`src/rtl/hbi_pkg.sv`:
```
package hbi_pkg;

  typedef enum logic {
    BUS_DUAL_STROBE = 1'b0,
    BUS_DATA_STROBE = 1'b1
  } bus_family_e;

  typedef struct packed {
    logic start;     // access opened this cycle
    logic rd_start;  // a read opened this cycle
    logic wr_fin;    // a write closed this cycle
    logic open;      // an access is in progress (registered)
    logic is_read;   // direction of the open access (registered)
  } acc_evt_t;

endpackage

```
`src/rtl/hbi_sync.sv`:
```
module hbi_sync #(
  parameter int              W       = 4,
  parameter int              STAGES  = 2,
  parameter logic [W-1:0]    RST_VAL = '0
) (
  input  logic         clk,
  input  logic         rst_n,
  input  logic [W-1:0] din,
  output logic [W-1:0] dout
);

  logic [W-1:0] stage_q [STAGES];

  for (genvar s = 0; s < STAGES; s++) begin : g_stage
    if (s == 0) begin : g_first
      always_ff @(posedge clk or negedge rst_n) begin
        if (!rst_n) stage_q[s] <= RST_VAL;
        else        stage_q[s] <= din;
      end
    end else begin : g_next
      always_ff @(posedge clk or negedge rst_n) begin
        if (!rst_n) stage_q[s] <= RST_VAL;
        else        stage_q[s] <= stage_q[s-1];
      end
    end
  end

  assign dout = stage_q[STAGES-1];

endmodule

```
`src/rtl/hbi_decode.sv`:
```
module hbi_decode
  import hbi_pkg::*;
(
  input  logic        clk,
  input  logic        rst_n,
  input  bus_family_e family,
  input  logic        cs_n_s,
  input  logic        strb_n_s,
  input  logic        dir_wr_s,
  output acc_evt_t    evt
);

  logic acc_now, dir_rd_now;
  logic open_q, is_read_q;

  always_comb begin
    if (family == BUS_DATA_STROBE) begin
      acc_now    = !cs_n_s && !strb_n_s;
      dir_rd_now = dir_wr_s;
    end else begin
      acc_now    = !cs_n_s && (!strb_n_s || !dir_wr_s);
      dir_rd_now = !strb_n_s;
    end
  end

  always_ff @(posedge clk or negedge rst_n) begin
    if (!rst_n) begin
      open_q    <= 1'b0;
      is_read_q <= 1'b0;
    end else begin
      open_q <= acc_now;
      if (acc_now && !open_q) is_read_q <= dir_rd_now;
    end
  end

  always_comb begin
    evt.start    = acc_now && !open_q;
    evt.rd_start = acc_now && !open_q && dir_rd_now;
    evt.wr_fin   = !acc_now && open_q && !is_read_q;
    evt.open     = open_q;
    evt.is_read  = is_read_q;
  end

  AST_DIR_HELD: assert property (@(posedge clk) disable iff (!rst_n)
    (open_q && acc_now) |=> $stable(is_read_q)) else $error("direction changed mid-access");

endmodule

```
`src/rtl/hbi_addr.sv`:
```
module hbi_addr #(
  parameter int ADDR_W = 8,
  parameter int DATA_W = 8
) (
  input  logic              clk,
  input  logic              rst_n,
  input  logic              ale_s,
  input  logic [DATA_W-1:0] ad_in,
  input  logic [ADDR_W-1:0] addr_in,
  input  logic              ptr_load,
  input  logic [ADDR_W-1:0] ptr_val,
  output logic              mux_seen,
  output logic [ADDR_W-1:0] eff_addr,
  output logic [ADDR_W-1:0] ptr
);

  logic [ADDR_W-1:0] alat_q, ptr_q;
  logic              mux_q;

  always_ff @(posedge clk or negedge rst_n) begin
    if (!rst_n) begin
      mux_q  <= 1'b0;
      alat_q <= '0;
      ptr_q  <= '0;
    end else begin
      if (ale_s) begin
        mux_q  <= 1'b1;
        alat_q <= ad_in[ADDR_W-1:0];
      end
      if (ptr_load) ptr_q <= ptr_val;
    end
  end

  assign mux_seen = mux_q;
  assign eff_addr = mux_q ? alat_q : addr_in;
  assign ptr      = ptr_q;

  AST_MUX_STICKY: assert property (@(posedge clk) disable iff (!rst_n)
    mux_q |=> mux_q) else $error("shared-bus flag dropped");
  AST_PTR_HOLD: assert property (@(posedge clk) disable iff (!rst_n)
    !ptr_load |=> $stable(ptr_q)) else $error("pointer moved without load");

endmodule

```
`src/rtl/hostbus_regport.sv`:
```
module hostbus_regport
  import hbi_pkg::*;
#(
  parameter int ADDR_W = 8,
  parameter int DATA_W = 8,
  parameter int SYNC_STAGES = 2
) (
  input  logic              clk,
  input  logic              rst_n,
  input  logic              strap_indirect,
  input  logic              strap_moto,
  input  logic              cs_n,
  input  logic              strb_n,
  input  logic              dir_wr,
  input  logic              ale,
  input  logic [ADDR_W-1:0] addr_in,
  input  logic [DATA_W-1:0] ad_in,
  output logic [DATA_W-1:0] ad_out,
  output logic              ad_oe,
  output logic [ADDR_W-1:0] rf_addr,
  output logic [DATA_W-1:0] rf_wdata,
  output logic              rf_we,
  output logic              rf_re,
  input  logic [DATA_W-1:0] rf_rdata
);

  localparam int CTRL_W = 4;
  localparam logic [CTRL_W-1:0] CTRL_IDLE = 4'b0111; // ale low, strobes/cs high

  logic [CTRL_W-1:0] ctrl_s;
  logic              cs_n_s, strb_n_s, dir_wr_s, ale_s;
  bus_family_e       family;
  acc_evt_t          evt;

  logic              mux_seen, ptr_load;
  logic [ADDR_W-1:0] eff_addr, ptr, acc_addr_q, tgt_now, tgt_fin;
  logic [DATA_W-1:0] wdata_q, rd_q, rf_wdata_q;
  logic [ADDR_W-1:0] rf_addr_q;
  logic              rf_we_q, rf_re_q;
  logic              loc0_now, loc0_fin;

  assign family = bus_family_e'(strap_moto);

  hbi_sync #(.W(CTRL_W), .STAGES(SYNC_STAGES), .RST_VAL(CTRL_IDLE)) u_sync (
    .clk  (clk),
    .rst_n(rst_n),
    .din  ({ale, dir_wr, strb_n, cs_n}),
    .dout (ctrl_s)
  );
  assign {ale_s, dir_wr_s, strb_n_s, cs_n_s} = ctrl_s;

  hbi_decode u_dec (
    .clk     (clk),
    .rst_n   (rst_n),
    .family  (family),
    .cs_n_s  (cs_n_s),
    .strb_n_s(strb_n_s),
    .dir_wr_s(dir_wr_s),
    .evt     (evt)
  );

  assign loc0_now = strap_indirect && !eff_addr[0];
  assign loc0_fin = strap_indirect && !acc_addr_q[0];
  assign tgt_now  = strap_indirect ? ptr : eff_addr;
  assign tgt_fin  = strap_indirect ? ptr : acc_addr_q;
  assign ptr_load = evt.wr_fin && loc0_fin;

  hbi_addr #(.ADDR_W(ADDR_W), .DATA_W(DATA_W)) u_addr (
    .clk     (clk),
    .rst_n   (rst_n),
    .ale_s   (ale_s),
    .ad_in   (ad_in),
    .addr_in (addr_in),
    .ptr_load(ptr_load),
    .ptr_val (wdata_q[ADDR_W-1:0]),
    .mux_seen(mux_seen),
    .eff_addr(eff_addr),
    .ptr     (ptr)
  );

  always_ff @(posedge clk or negedge rst_n) begin
    if (!rst_n) begin
      acc_addr_q <= '0;
      wdata_q    <= '0;
      rd_q       <= '0;
      rf_addr_q  <= '0;
      rf_wdata_q <= '0;
      rf_we_q    <= 1'b0;
      rf_re_q    <= 1'b0;
    end else begin
      rf_we_q <= 1'b0;
      rf_re_q <= 1'b0;
      if (evt.start) acc_addr_q <= eff_addr;
      if (evt.open && !evt.is_read) wdata_q <= ad_in;
      if (evt.rd_start) begin
        if (loc0_now) begin
          rd_q <= DATA_W'(ptr);
        end else begin
          rf_re_q   <= 1'b1;
          rf_addr_q <= tgt_now;
        end
      end
      if (rf_re_q) rd_q <= rf_rdata;
      if (evt.wr_fin && !loc0_fin) begin
        rf_we_q    <= 1'b1;
        rf_addr_q  <= tgt_fin;
        rf_wdata_q <= wdata_q;
      end
    end
  end

  assign ad_out   = rd_q;
  assign ad_oe    = evt.open && evt.is_read;
  assign rf_addr  = rf_addr_q;
  assign rf_wdata = rf_wdata_q;
  assign rf_we    = rf_we_q;
  assign rf_re    = rf_re_q;

  AST_WE_SINGLE: assert property (@(posedge clk) disable iff (!rst_n)
    rf_we |=> !rf_we) else $error("write pulse too long");
  AST_RE_SINGLE: assert property (@(posedge clk) disable iff (!rst_n)
    rf_re |=> !rf_re) else $error("read pulse too long");
  AST_RW_EXCL: assert property (@(posedge clk) disable iff (!rst_n)
    !(rf_we && rf_re)) else $error("read and write together");
  AST_OE_NO_WE: assert property (@(posedge clk) disable iff (!rst_n)
    ad_oe |-> !rf_we) else $error("write during open read");
  AST_LOC0_NO_WE: assert property (@(posedge clk) disable iff (!rst_n)
    ptr_load |=> !rf_we) else $error("pointer write reached register file");
  AST_CS_IDLE: assert property (@(posedge clk) disable iff (!rst_n)
    (cs_n_s && $past(cs_n_s)) |-> !evt.start) else $error("access without select");

endmodule

```
`config.mk`:
```
export PLATFORM = sky130hd
export DESIGN_NAME = hostbus_regport
export DESIGN_NICKNAME = d
export VERILOG_FILES = /design/src/rtl/hbi_pkg.sv /design/src/rtl/hbi_sync.sv /design/src/rtl/hbi_decode.sv /design/src/rtl/hbi_addr.sv /design/src/rtl/hostbus_regport.sv
export SDC_FILE = /design/constraint.sdc
export NUM_CORES = 1
export LEC_CHECK = 0
export BUFFER_PORTS_ARGS = -buffer_cell sky130_fd_sc_hd__buf_4
export CAP_MARGIN = 20
export CORE_UTILIZATION = 40
export CTS_CLUSTER_DIAMETER = 200
export DETAILED_ROUTE_END_ITERATION = 10
export REMOVE_ABC_BUFFERS = 1
export SLEW_MARGIN = 20
export SYNTH_ARGS = -nofsm -noshare
export SYNTH_HDL_FRONTEND = slang
export SYNTH_HIERARCHICAL = 1
export SYNTH_SLANG_ARGS = --single-unit
```
`constraint.sdc`:
```
create_clock -name clk -period 4.3 [get_ports clk]
set_input_delay 0.215 -clock clk [delete_from_list [all_inputs] [get_ports clk]]
set_output_delay 0.215 -clock clk [all_outputs]
set_load 0.1 [all_outputs]
```
-- After elaboration in Yosys (flattened, before gate mapping)
Index checks and enable logic that the tools add are counted.
- bits in registers: 69
- bits in latches: 0
- bits in writable memories: 0
- memory bits (read-only): 0
- input port bits: 32
- output and inout bits: 27
- logic and storage cells: 56
- memories kept: 0
- add/sub/neg operators: 0
- $mul: 0
- div/mod/pow operators: 0
- order comparisons: 0
- equal/unequal tests: 1
- shifts and indexed selects: 0
- multiplexer cells: 14
- bitwise gates (word level): 0
- reductions and logical operators: 27
- operators with widths (cell ; count):
    two-way mux 8 bit ; 9
    logical AND 1 bit ; 12
    logical NOT 1 bit ; 9
    nonzero test 2 bit ; 3
    two-way mux 1 bit ; 5
    AND reduction 2 bit ; 2
    inequality test 2 x 1 -> 1 bit (second input constant) ; 1
    logical OR 1 bit ; 1

-- Longest topological paths before layout
- word-level depth: 10
- depth in mapped cells: 9
- gate-level depth less buffers: 5

-- By module
The synthesis kept the hierarchy.
- by module, submodules not included (module ; times used ; cells an instance ; area each (µm²) ; seq. area each (µm²)):
    hostbus_regport ; 1 ; 155 ; 1946.9 ; 1051.0
    hbi_addr ; 1 ; 45 ; 825.8 ; 425.4
    hbi_sync ; 1 ; 12 ; 237.7 ; 207.7
    hbi_decode ; 1 ; 16 ; 145.1 ; 50.0

-- Least setup slack after synthesis
No wires, ideal clock.
- path type: reg2reg
- from: register u_sync.stage_q, in the netlist u_sync/dout[1]
- to: register u_addr.ptr_q[0] (netlist: u_addr/ptr[0])
- setup time: 0.125 ns
- data arrival time: 1.745 ns
- data required time: 4.175 ns
- path slack: 2.430 ns
- cell stages (with the launch flop): 10
- buffers on the path: 4
- period minus slack after synthesis: 1.870 ns
- path through: dfstp_2 > buf_4 > o21ai_1 > a21oi_1 > buf_4 > buf_6 > inv_1 > nor2_1 > buf_6 > mux2_4
- RTL lines (element ; RTL line ; RTL):
    from (decl) ; hbi_sync.sv:12 ; logic [W-1:0] stage_q [STAGES];
    from (signal, indexed assignment) ; hbi_sync.sv:23 ; else stage_q[s] <= stage_q[s-1];
    to (signal assigned) ; hbi_addr.sv:30 ; if (ptr_load) ptr_q <= ptr_val;
    to (decl) ; hbi_addr.sv:17 ; logic [ADDR_W-1:0] alat_q, ptr_q;

==> metrics.txt <==
outcome=finished, violations left; failing checks=DRC, hold timing; Mapped Area=3160 um^2; max cap viols=0; Pint=1.51 mW; vias in the first global route=1926; crit end category=flip-flop; DP HPWL=4030 um; Via density=4.75; Crit Path Max Fanout=15; Inst Count DP=370; Final ANT Viol Nets=0; Final nets=315; clock period minus final worst setup slack=2.46 ns; Comb pwr share=0.448; Synth Instances=228; count of cell types in the netlist=35; final hold slack=-0.0130 ns; pwr dens=722 nW/um^2; P&R area growth vs syn=21.6%; maximum vdd drop=0.000525 V; chip width=90.8 um; starting density of the core=0.410; PortBufs=58; core region area=7690 um^2; WP data arrival=2.68 ns; Pins Over Slew Limit=0; cell leakage power=1.81 nW; endpoints failing setup=0; worst skew pair latency=0.33 ns; diodes inserted=0; Layout Skew=0.00859 ns; Detailed Routing Iterations Pass 1=7; largest family of logic cells by synthesized area=multiplexers; simple-gate share of the synthesized area=0.0694; Post-Synth Adder-Cell Area=0; antenna violations before repair=0; clock power share=0.197; Die ar.=8250 um^2; worst relative slew slack=0.299; Die Span Y=90.8 um; drt first-iter violations=89; Final Cycle Share=0.573; via count=1853; Sw Ratio=0.455; share of flip-flops with an asynchronous set or reset=1.00; Reg clk slew, reported paths=0.07 ns; top post-synthesis cells by area=dfrtp_1, mux2_4, mux2_2; FILL cells=717; kind of critical path=reg -> reg; EDFF count, synth=0; first-pass GRT wire length=9930 um; Post-Route Setup TNS=0 ns; final hold vios=13; Seq pwr share=0.355; layout cell share with drive strength beyond 1=0.490; HP Class=in -> async; CTS tree=done; Synth Area in Compound Gates=0.0642; largest net degree at the start of global routing=70; # IOs=59; non-filler cells, final=390; CP startpoint kind=flip-flop; cell taking the most area after synthesis=dfrtp_1; Yosys reg bits=69; Synth top area share=0.500; clk sinks=69; ys flop type=dfrtp_1; H-tree levels=3; warnings from Yosys=6; Row Count=32; Slew @ Worst Pin=1.05 ns; root buffer cell=clkbuf_8; Max Clk Rate=406 MHz; DRT Wirelength=5780 um; worst endpoint required time=4.51 ns; total CTS buffers=9; multiplexer share of the synthesized area=0.266; post-synthesis sequential area ratio=0.550; RSZ-0062 raised after global routing=no; GP Congestion=0.692; GRT Util Overall=0.157; Congestion Overflow GR=0; WL per Instance=14.8 um; CTS Buffer Depth=2; Psw=1.26 mW; synthesized area per cell=13.8 um^2; XOR/XNOR share of the synthesized area=0; drc violations=1
==> per-layer routing <==
| metal | GRT usage | wire length [um] | up-vias |
|---|---|---|---|
| li1 | - | - | 903 |
| met1 | 0.224 | 2900 | 898 |
| met2 | 0.229 | 2580 | 44 |
| met3 | 0.0311 | 195 | 8 |
| met4 | 0.0754 | 100 | 0 |
| met5 | 0 | 0 | - |
==> state kept, by name, indices dropped and copies added (netlist names) <==
signal,cells
rf_wdata,8
ad_out,8
rf_addr,8
u_dec/open_q,1
u_dec/is_read_q,1
wdata_q,8
rf_re,1
u_sync/stage_q,4
u_addr/ptr,8
u_addr/mux_seen,1
u_sync/dout,4
u_addr/alat_q,8
acc_addr_q,8
rf_we,1
==> layout by cell type (no fill, tap or decap) <==
master	Yosys	layout
dfrtp_1	63	63
buf_4	9	59
mux2_2	30	30
mux2_4	24	24
mux2i_1	14	14
nand2_1	14	14
o21ai_0	14	14
clkbuf_8	0	12
nor2_1	7	7
dfstp_2	6	6
inv_1	4	4
dlygate4sd3_1	0	4
nand3b_1	3	3
and2_1	2	2
o221ai_1	2	2
nand3_1	2	2
nor3b_1	3	2
a2bb2oi_1	2	2
nand2b_1	2	2
a311oi_1	2	2
nor2b_1	2	2
o21ai_1	2	2
or2b_4	1	1
nand2_4	1	1
a21boi_0	1	1
a22oi_4	1	1
o21ai_4	1	1
and2b_1	1	1
clkinv_2	0	1
clkinv_4	0	1
bufinv_16	0	1
clkbuf_1	1	1
or2_1	1	1
nor3b_2	0	1
or3_4	1	1
a21oi_1	1	1
o211ai_1	1	1
o211ai_2	1	1
==> worst paths after layout <==
kind | start | end | slack (ns) | cells past startpoint
worst max-delay path | u_sync/dout[1]$_DFF_PN1_ | u_addr/ptr[4]$_DFFE_PN0P_ | 1.84 | 6
worst min-delay path | rst_n | ad_out[5]$_DFFE_PN0P_ | -0.01 | 1
worst max register to register | u_sync/dout[1]$_DFF_PN1_ | u_addr/ptr[4]$_DFFE_PN0P_ | 1.84 | 6
worst min register to register | u_sync/stage_q[5]$_DFF_PN1_ | u_sync/dout[1]$_DFF_PN1_ | 0.35 | 0
max in group asynchronous | rst_n | wdata_q[0]$_DFFE_PN0P_ | 3.75 | 1
min in group clk | rf_rdata[4] | ad_out[4]$_DFFE_PN0P_ | 0.09 | 3
==> logic make-up after synthesis <==
| kind of cell | count (synthesis) |
|---|---|
| flip-flops | 69 |
| multiplexers | 68 |
| AND/OR/NAND/NOR | 40 |
| AO/OA/AOI/OAI | 28 |
| buffers and inverters | 23 |
==> power by group through the flow <==
stage | clock [mW] | sequential [mW] | combinational (mW)
6_report | 0.547 | 0.984 | 1.24
5_1_grt | 0.593 | 1.01 | 1.29
4_1_cts | 0.566 | 0.987 | 1.25
3_5_place_dp | 0 | 1.00 | 1.24
3_3_place_gp | 0 | 0.994 | 1.24
2_1_floorplan | 0 | 1.67 | 0.282
==> through the flow <==
stage | power (mW) | hold slack, ns | area [um^2] | util | setup slack (ns)
3_5_place_dp | 2.24 | 0.326 | 3580 | 0.466 | 1.83
2_1_floorplan | 1.95 | -0.0806 | 3010 | - | 1.44
5_1_grt | 2.90 | 0.0401 | 3840 | 0.499 | 1.69
4_1_cts | 2.80 | 0.0198 | 3840 | 0.499 | 1.79
6_report | 2.77 | -0.0130 | 3840 | 0.499 | 1.84
3_3_place_gp | 2.23 | 0.325 | 3580 | 0.466 | 1.88
==> worst max-delay path, cell delays in order, from the launching register on <==
cell and delay, ns:
dfstp_2 0.55, o21ai_1 0.09, a21oi_1 0.15, buf_4 0.27
inv_1 0.11, nor2_1 0.81, mux2_4 0.36
==> cell usage after synthesis, types with 3 or more instances <==
master,n
nor3b_1,3
dfstp_2,6
mux2i_1,14
buf_6,5
mux2_2,30
dfrtp_1,63
buf_4,9
buf_2,3
o21ai_0,14
inv_1,4
mux2_4,24
nand3b_1,3
nand2_1,14
nor2_1,7
==> what timing repair did <==
action,in CTS,in global routing
hold buffers,4,0
resized for setup,0,0
setup buffers,0,0
hold endpoints to repair,4,0
==> final cells by class <==
type | instances | area, um^2 | share of cell area
sequential | 69 | 1730 | 0.452
clock buffer | 13 | 169 | 0.0440
clock inverter | 3 | 43.8 | 0.0114
tap | 102 | 128 | 0.0333
timing repair buffer | 63 | 483 | 0.126
multi-input combinational | 136 | 1260 | 0.330
inverter | 4 | 15.0 | 0.00391
Power figures use the tool's default switching activity.
